[config.mk]
export PLATFORM = sky130hd
export DESIGN_NAME = lane_patgen
export DESIGN_NICKNAME = d
export VERILOG_FILES = /design/src/rtl/lpg_pkg.sv /design/src/rtl/lpg_fixed_seq.sv /design/src/rtl/lpg_prbs_gen.sv /design/src/rtl/lane_patgen.sv
export SDC_FILE = /design/constraint.sdc
export NUM_CORES = 1
export LEC_CHECK = 0
export BUFFER_PORTS_ARGS = -buffer_cell sky130_fd_sc_hd__buf_4
export CAP_MARGIN = 10
export CELL_PAD_IN_SITES_DETAIL_PLACEMENT = 1
export CELL_PAD_IN_SITES_GLOBAL_PLACEMENT = 2
export CORE_MARGIN = 2
export CORE_UTILIZATION = 39
export CTS_CLUSTER_SIZE = 24
export DETAILED_ROUTE_END_ITERATION = 8
export GPL_TIMING_DRIVEN = 1
export PLACE_DENSITY_LB_ADDON = 0.25
export SLEW_MARGIN = 10
export SYNTH_ARGS = -nofsm -noshare
export SYNTH_HDL_FRONTEND = slang
export SYNTH_SLANG_ARGS = --single-unit
[constraint.sdc]
create_clock -name clk -period 7.2 [get_ports clk]
set_clock_uncertainty 0.2 [all_clocks]
set_input_delay 0.72 -clock clk [delete_from_list [all_inputs] [get_ports clk]]
set_output_delay 0.72 -clock clk [all_outputs]
set_load 0.02 [all_outputs]
[src/rtl/lpg_pkg.sv]
package lpg_pkg;

    localparam int MODE_W = 3;

    typedef enum logic [2:0] {
        ST_PASS   = 3'd0,
        ST_PRBS7  = 3'd1,
        ST_PRBS31 = 3'd2,
        ST_FIX2   = 3'd3,
        ST_FIX4   = 3'd4,
        ST_BAD    = 3'd5
    } lpg_state_e;

    function automatic lpg_state_e lpg_decode(input logic [MODE_W-1:0] m);
        lpg_state_e s;
        unique case (m)
            3'd0:    s = ST_PASS;
            3'd1:    s = ST_PRBS7;
            3'd2:    s = ST_PRBS31;
            3'd4:    s = ST_FIX2;
            3'd5:    s = ST_FIX4;
            default: s = ST_BAD;
        endcase
        return s;
    endfunction

endpackage

[src/rtl/lpg_fixed_seq.sv]
module lpg_fixed_seq #(
    parameter int SYM_W = 10
) (
    input  logic             clk,
    input  logic             rst_n,
    input  logic             active,
    input  logic             four,
    input  logic             restart,
    input  logic [SYM_W-1:0] pat,
    output logic [SYM_W-1:0] word_o
);
    localparam int IDX_W = 2;

    logic [IDX_W-1:0] idx_q;
    logic [IDX_W-1:0] idx_eff;

    assign idx_eff = restart ? '0 : idx_q;

    always_comb begin
        if (four) begin
            unique case (idx_eff)
                2'd0: word_o = '0;
                2'd1: word_o = pat;
                2'd2: word_o = '1;
                2'd3: word_o = ~pat;
            endcase
        end else begin
            word_o = idx_eff[0] ? ~pat : pat;
        end
    end

    always_ff @(posedge clk or negedge rst_n) begin
        if (!rst_n) begin
            idx_q <= '0;
        end else if (active) begin
            idx_q <= idx_eff + 1'b1;
        end
    end

endmodule

[src/rtl/lpg_prbs_gen.sv]
module lpg_prbs_gen #(
    parameter int SYM_W     = 10,
    parameter int LFSR_W    = 31,
    parameter int SHORT_LEN = 7,
    parameter int SHORT_TAP = 6,
    parameter int LONG_TAP  = 28
) (
    input  logic             clk,
    input  logic             rst_n,
    input  logic             active,
    input  logic             wide,
    input  logic             restart,
    output logic [SYM_W-1:0] word_o
);
    localparam logic [LFSR_W-1:0] MASK_S = LFSR_W'((64'd1 << SHORT_LEN) - 1);
    localparam logic [LFSR_W-1:0] MASK_L = '1;

    logic [LFSR_W-1:0] lfsr_q, mask, cur, eff, nxt;
    logic [SYM_W-1:0]  raw;
    logic              inv_q, inv_eff;

    assign mask    = wide ? MASK_L : MASK_S;
    assign cur     = lfsr_q & mask;
    assign eff     = (restart || cur == '0) ? mask : cur;
    assign inv_eff = restart ? 1'b0 : inv_q;

    always_comb begin
        logic [LFSR_W-1:0] s;
        logic              fb;
        s   = eff;
        raw = '0;
        for (int i = 0; i < SYM_W; i++) begin
            fb = wide ? (s[LFSR_W-1] ^ s[LONG_TAP-1])
                      : (s[SHORT_LEN-1] ^ s[SHORT_TAP-1]);
            s = {s[LFSR_W-2:0], fb} & mask;
            raw[SYM_W-1-i] = fb;
        end
        nxt = s;
    end

    assign word_o = raw ^ {SYM_W{inv_eff}};

    always_ff @(posedge clk or negedge rst_n) begin
        if (!rst_n) begin
            lfsr_q <= '0;
            inv_q  <= 1'b0;
        end else if (active) begin
            lfsr_q <= nxt;
            inv_q  <= ~inv_eff;
        end
    end

    assert_gen_nonzero_R11: assert property (@(posedge clk) disable iff (!rst_n)
        active |=> ((lfsr_q & $past(mask)) != '0));

    assert_phase_toggles_R8: assert property (@(posedge clk) disable iff (!rst_n)
        (active && !restart) |=> (inv_q != $past(inv_q)));

endmodule

[src/rtl/lane_patgen.sv]
module lane_patgen
    import lpg_pkg::*;
#(
    parameter int SYM_W = 10
) (
    input  logic             clk,
    input  logic             rst_n,
    input  logic [2:0]       mode_i,
    input  logic [SYM_W-1:0] pat_word_i,
    input  logic [SYM_W-1:0] tx_data_i,
    input  logic             tx_valid_i,
    output logic [SYM_W-1:0] out_data_o,
    output logic             out_valid_o,
    output logic             bad_mode_o
);
    lpg_state_e       state_q, ns;
    logic             restart;
    logic [SYM_W-1:0] prbs_word, fix_word;

    assign ns      = lpg_decode(mode_i);
    assign restart = (ns != state_q);

    lpg_prbs_gen #(.SYM_W(SYM_W)) u_prbs (
        .clk     (clk),
        .rst_n   (rst_n),
        .active  (ns == ST_PRBS7 || ns == ST_PRBS31),
        .wide    (ns == ST_PRBS31),
        .restart (restart),
        .word_o  (prbs_word)
    );

    lpg_fixed_seq #(.SYM_W(SYM_W)) u_fix (
        .clk     (clk),
        .rst_n   (rst_n),
        .active  (ns == ST_FIX2 || ns == ST_FIX4),
        .four    (ns == ST_FIX4),
        .restart (restart),
        .pat     (pat_word_i),
        .word_o  (fix_word)
    );

    always_ff @(posedge clk or negedge rst_n) begin
        if (!rst_n) state_q <= ST_PASS;
        else        state_q <= ns;
    end

    always_ff @(posedge clk or negedge rst_n) begin
        if (!rst_n) begin
            out_data_o  <= '0;
            out_valid_o <= 1'b0;
            bad_mode_o  <= 1'b0;
        end else begin
            unique case (ns)
                ST_PASS, ST_BAD: begin
                    out_data_o  <= tx_data_i;
                    out_valid_o <= tx_valid_i;
                end
                ST_PRBS7, ST_PRBS31: begin
                    out_data_o  <= prbs_word;
                    out_valid_o <= 1'b1;
                end
                ST_FIX2, ST_FIX4: begin
                    out_data_o  <= fix_word;
                    out_valid_o <= 1'b1;
                end
                default: begin
                    out_data_o  <= tx_data_i;
                    out_valid_o <= tx_valid_i;
                end
            endcase
            bad_mode_o <= (ns == ST_BAD);
        end
    end

    assert_test_valid_R3: assert property (@(posedge clk) disable iff (!rst_n)
        (state_q inside {ST_PRBS7, ST_PRBS31, ST_FIX2, ST_FIX4}) |-> out_valid_o);

    assert_bad_passes_R9: assert property (@(posedge clk) disable iff (!rst_n)
        bad_mode_o |-> (out_data_o == $past(tx_data_i) && out_valid_o == $past(tx_valid_i)));

    assert_fix2_alternates_R4: assert property (@(posedge clk) disable iff (!rst_n)
        (state_q == ST_FIX2 && $past(state_q) == ST_FIX2 &&
         $past(pat_word_i) == $past(pat_word_i, 2)) |-> (out_data_o == ~$past(out_data_o)));

    assert_fix4_entry_R5: assert property (@(posedge clk) disable iff (!rst_n)
        (state_q == ST_FIX4 && $past(state_q) != ST_FIX4) |-> (out_data_o == '0));

endmodule

==> metrics.txt <==
status finished, final reports clean; Synth Cell Area 3020 um2; cell taking the most area after synthesis dfrtp_1; Post-CTS Setup Bufs 0; # diodes 0; H-tree levels 2; Sink Count 49; Ys Warns 0; CTS root buffer clkbuf_8; IO Count 38; TritonCTS clock tree built; Die W between 90 and 100 um; dpl cell area between 3000 and 4000 um2; sequential cell area roughly 1200 um2; instance count on the critical path 10; GRT Total Usage between 20% and 30%; Critical Path AT 4.02 ns; Flop pwr share a little under half; Buffers on Ports 37; synth-to-layout area growth 12.7%; area of the multi-input gates roughly 1600 um2; share of the synthesized area in the top cell type between 40% and 50%; critical path capture point type flip-flop; R2R Setup Slk between 3 and 4 ns; wire per inst 18.1 um; Internal Power roughly 0.50 mW; clk buf depth 2; RSZ-0062 raised after global routing false; Final nets 373; syn avg cell area ~9.3 um2; worst vdd ir 80.6 uV; Syn Nets ~350; Initial Utilization 39.7%; hold slack about 0.25 ns; CP dominant cell by count nand2b_1; CP Launch Type input pin; CP Cell Sequence buf_4 -> xor2_1 -> o22ai_1 -> o31ai_4 -> nand2b_1 -> ha_1 -> nand2b_1 -> a211oi_1 -> a221oi_1 -> o221ai_1; DR vias/cell ~5.5; Iter 0 DRT Violations between 70 and 80; Unique masters post-synth 47; Final Setup Violations 0; fill count between 900 and 1k; relative slew slack between 20% and 30%; Synth area leaders dfrtp_1 (41%), xor2_1 (7.3%), o21ai_1 (5.5%), nand2_1 (4.4%), nor3_1 (4.0%); Crit path max-delay family compound AO/OA/AOI/OAI gates; min Tclk post-route around 4.0 ns; CP endpoint out_data_o[3]; post-synthesis sequential area ratio 40.6%; max-capacitance violation count 0; FF-to-FF End out_data_o[3]; FF-to-FF Start state_q[0]; FP Rows 32; post-layout util between 40% and 50%; Fmax ~250 MHz; DRT Pass-1 Iters 4; NetSw roughly 0.29 mW; layout cells sized above 1 roughly 17%; largest net degree at the start of global routing 50; Place WS 2.88 ns; WP buf/inv 1; asr flop ratio synth 100%; Post-synth EDFFs 0; Seq cells post-synth 49; clk_lat worst skew around 0.3 ns; slew of the pin with the lowest slew margin between 1 and 1.5 ns; Required @ worst endpoint just over 7 ns; Power Density around 230 nW/um2; Final period util between 50% and 60%; predominant post-synthesis flop cell dfrtp_1; Routed WL 8050 um; CP Class in -> reg; Die ar. 8450 um2; Comb pwr share 31.4%; Core Footprint 7610 um2; worst hold-check path type in -> async; final setup margin ~3.2 ns; Routed Antenna Nets 0; Max Slew Vio Count 0; hold buffer count at cts 0; Clock transition at path regs 0.09 ns; Pwr Total just under 0.8 mW; R2R cell count 9; TNS Setup 0 ns; P_leak approximately 1.5 nW; Post-route DRC 0; post-route cell area about 3400 um2; first-pass GRT wire length about 13000 um; non-filler cells, final 445; CTS Buf Count 5; critical path launch point mode_i[0]; switching share of power 36.1%; Worst path max stage delay between 0.9 and 1 ns; placed cell count approximately 440; vias in the first global route around 2.5k; Vias between 2k and 2.5k; Clock Power Share between 20% and 30%; Crit-path slowest cell a211oi_1; HPWL after DPL ~5600 um; initial antenna violation count 0; crit-path max FO 26; post-CTS sizing 0; RD Place Congestion about 0.75; Hold Violations, Final 0; Mapped Cells 324; Remaining Overflow, GRT 0; Die Span Y around 90 um
==> logic make-up (layout without fill, tap and decap cells) <==
kind of cell	Yosys count	count (layout)	share of synthesized area, %
flip-flops	49	49	40.6
AND/OR/NAND/NOR	104	104	17.3
adder cells (fa/ha/maj)	5	5	1.99
AO/OA/AOI/OAI	83	83	18.9
buffers and inverters	39	58	5.85
XOR/XNOR	34	34	9.87
multiplexers	10	10	5.43
==> power by group through the flow <==
stage	combinational (mW)	sequential [mW]	clock, mW
6_report	0.248	0.374	0.168
5_1_grt	0.276	0.382	0.187
4_1_cts	0.252	0.374	0.177
3_5_place_dp	0.252	0.380	0
3_3_place_gp	0.248	0.378	0
2_1_floorplan	0.191	0.355	0
==> layout make-up <==
type / count / share of cell area [%]
Clock buffer: 7 / 2.54
Inverter: 11 / 1.21
Multi-Input combinational cell: 236 / 47.6
Sequential cell: 49 / 36.1
Tap cell: 102 / 3.75
Timing Repair Buffer: 40 / 8.83
==> state kept, by name (all words and copies together), names as in the netlist <==
signal         flops
u_prbs.lfsr_q     31
state_q            3
out_valid_o        1
u_prbs.inv_q       1
bad_mode_o         1
u_fix.idx_q        2
out_data_o        10
==> worst min-delay path by stage <==
| stage | startpoint | endpoint | slack, ns | cells past startpoint |
|---|---|---|---|---|
| finish | rst_n | u_prbs.lfsr_q[13] | 0.25 | 1 |
| global route | rst_n | u_prbs.lfsr_q[16] | 0.29 | 1 |
| CTS | rst_n | u_prbs.lfsr_q[5] | 0.27 | 1 |
| detailed placement | u_fix.idx_q[1] | u_fix.idx_q[1] | 0.28 | 2 |
| global placement | u_fix.idx_q[1] | u_fix.idx_q[1] | 0.29 | 2 |
| floorplan | rst_n | bad_mode_o | 0.22 | 0 |
==> worst register-to-register path: stages (launching register included) <==
cell and delay, ns:
dfrtp_1 0.52, xor2_1 0.18, o22ai_1 0.15, o31ai_4 0.92
nand2b_1 0.27, ha_1 0.24, nand2b_1 0.08, a211oi_1 0.93
a221oi_1 0.24, o221ai_1 0.13
==> synth_stat cells (all sizes together) (4+ instances only) <==
library cell / count
o2bb2ai: 7
xor2: 25
xnor2: 9
nor2b: 6
nor2: 10
nand2b: 7
clkbuf: 19
nor4: 7
ha: 4
dfrtp: 49
a211oi: 4
buf: 9
o21ai: 38
a21oi: 10
nand2: 35
a221oi: 10
mux2i: 9
nor3: 24
inv: 11
==> cells in the final DEF, fill, tap and decap left out, types with 9 or more instances in the layout <==
master	n
xor2_1	25
buf_4	40
nand2_1	35
inv_1	11
a221oi_1	9
a21oi_1	10
xnor2_1	9
nor3_1	23
nor2_1	10
o21ai_1	33
dfrtp_1	49
==> routing by layer <==
metal | share of wire (%) | routed length (um) | up-vias | track usage [%]
met3 | 3.0 | 240 | 6 | 3.78
met5 | 0 | 0 | - | 0
met4 | 0.94 | 76 | 0 | 4.73
met1 | 49 | 3960 | 1214 | 28.2
li1 | - | - | 1178 | -
met2 | 47 | 3770 | 34 | 31.9
No activity file was read; power rests on OpenSTA's default activity.
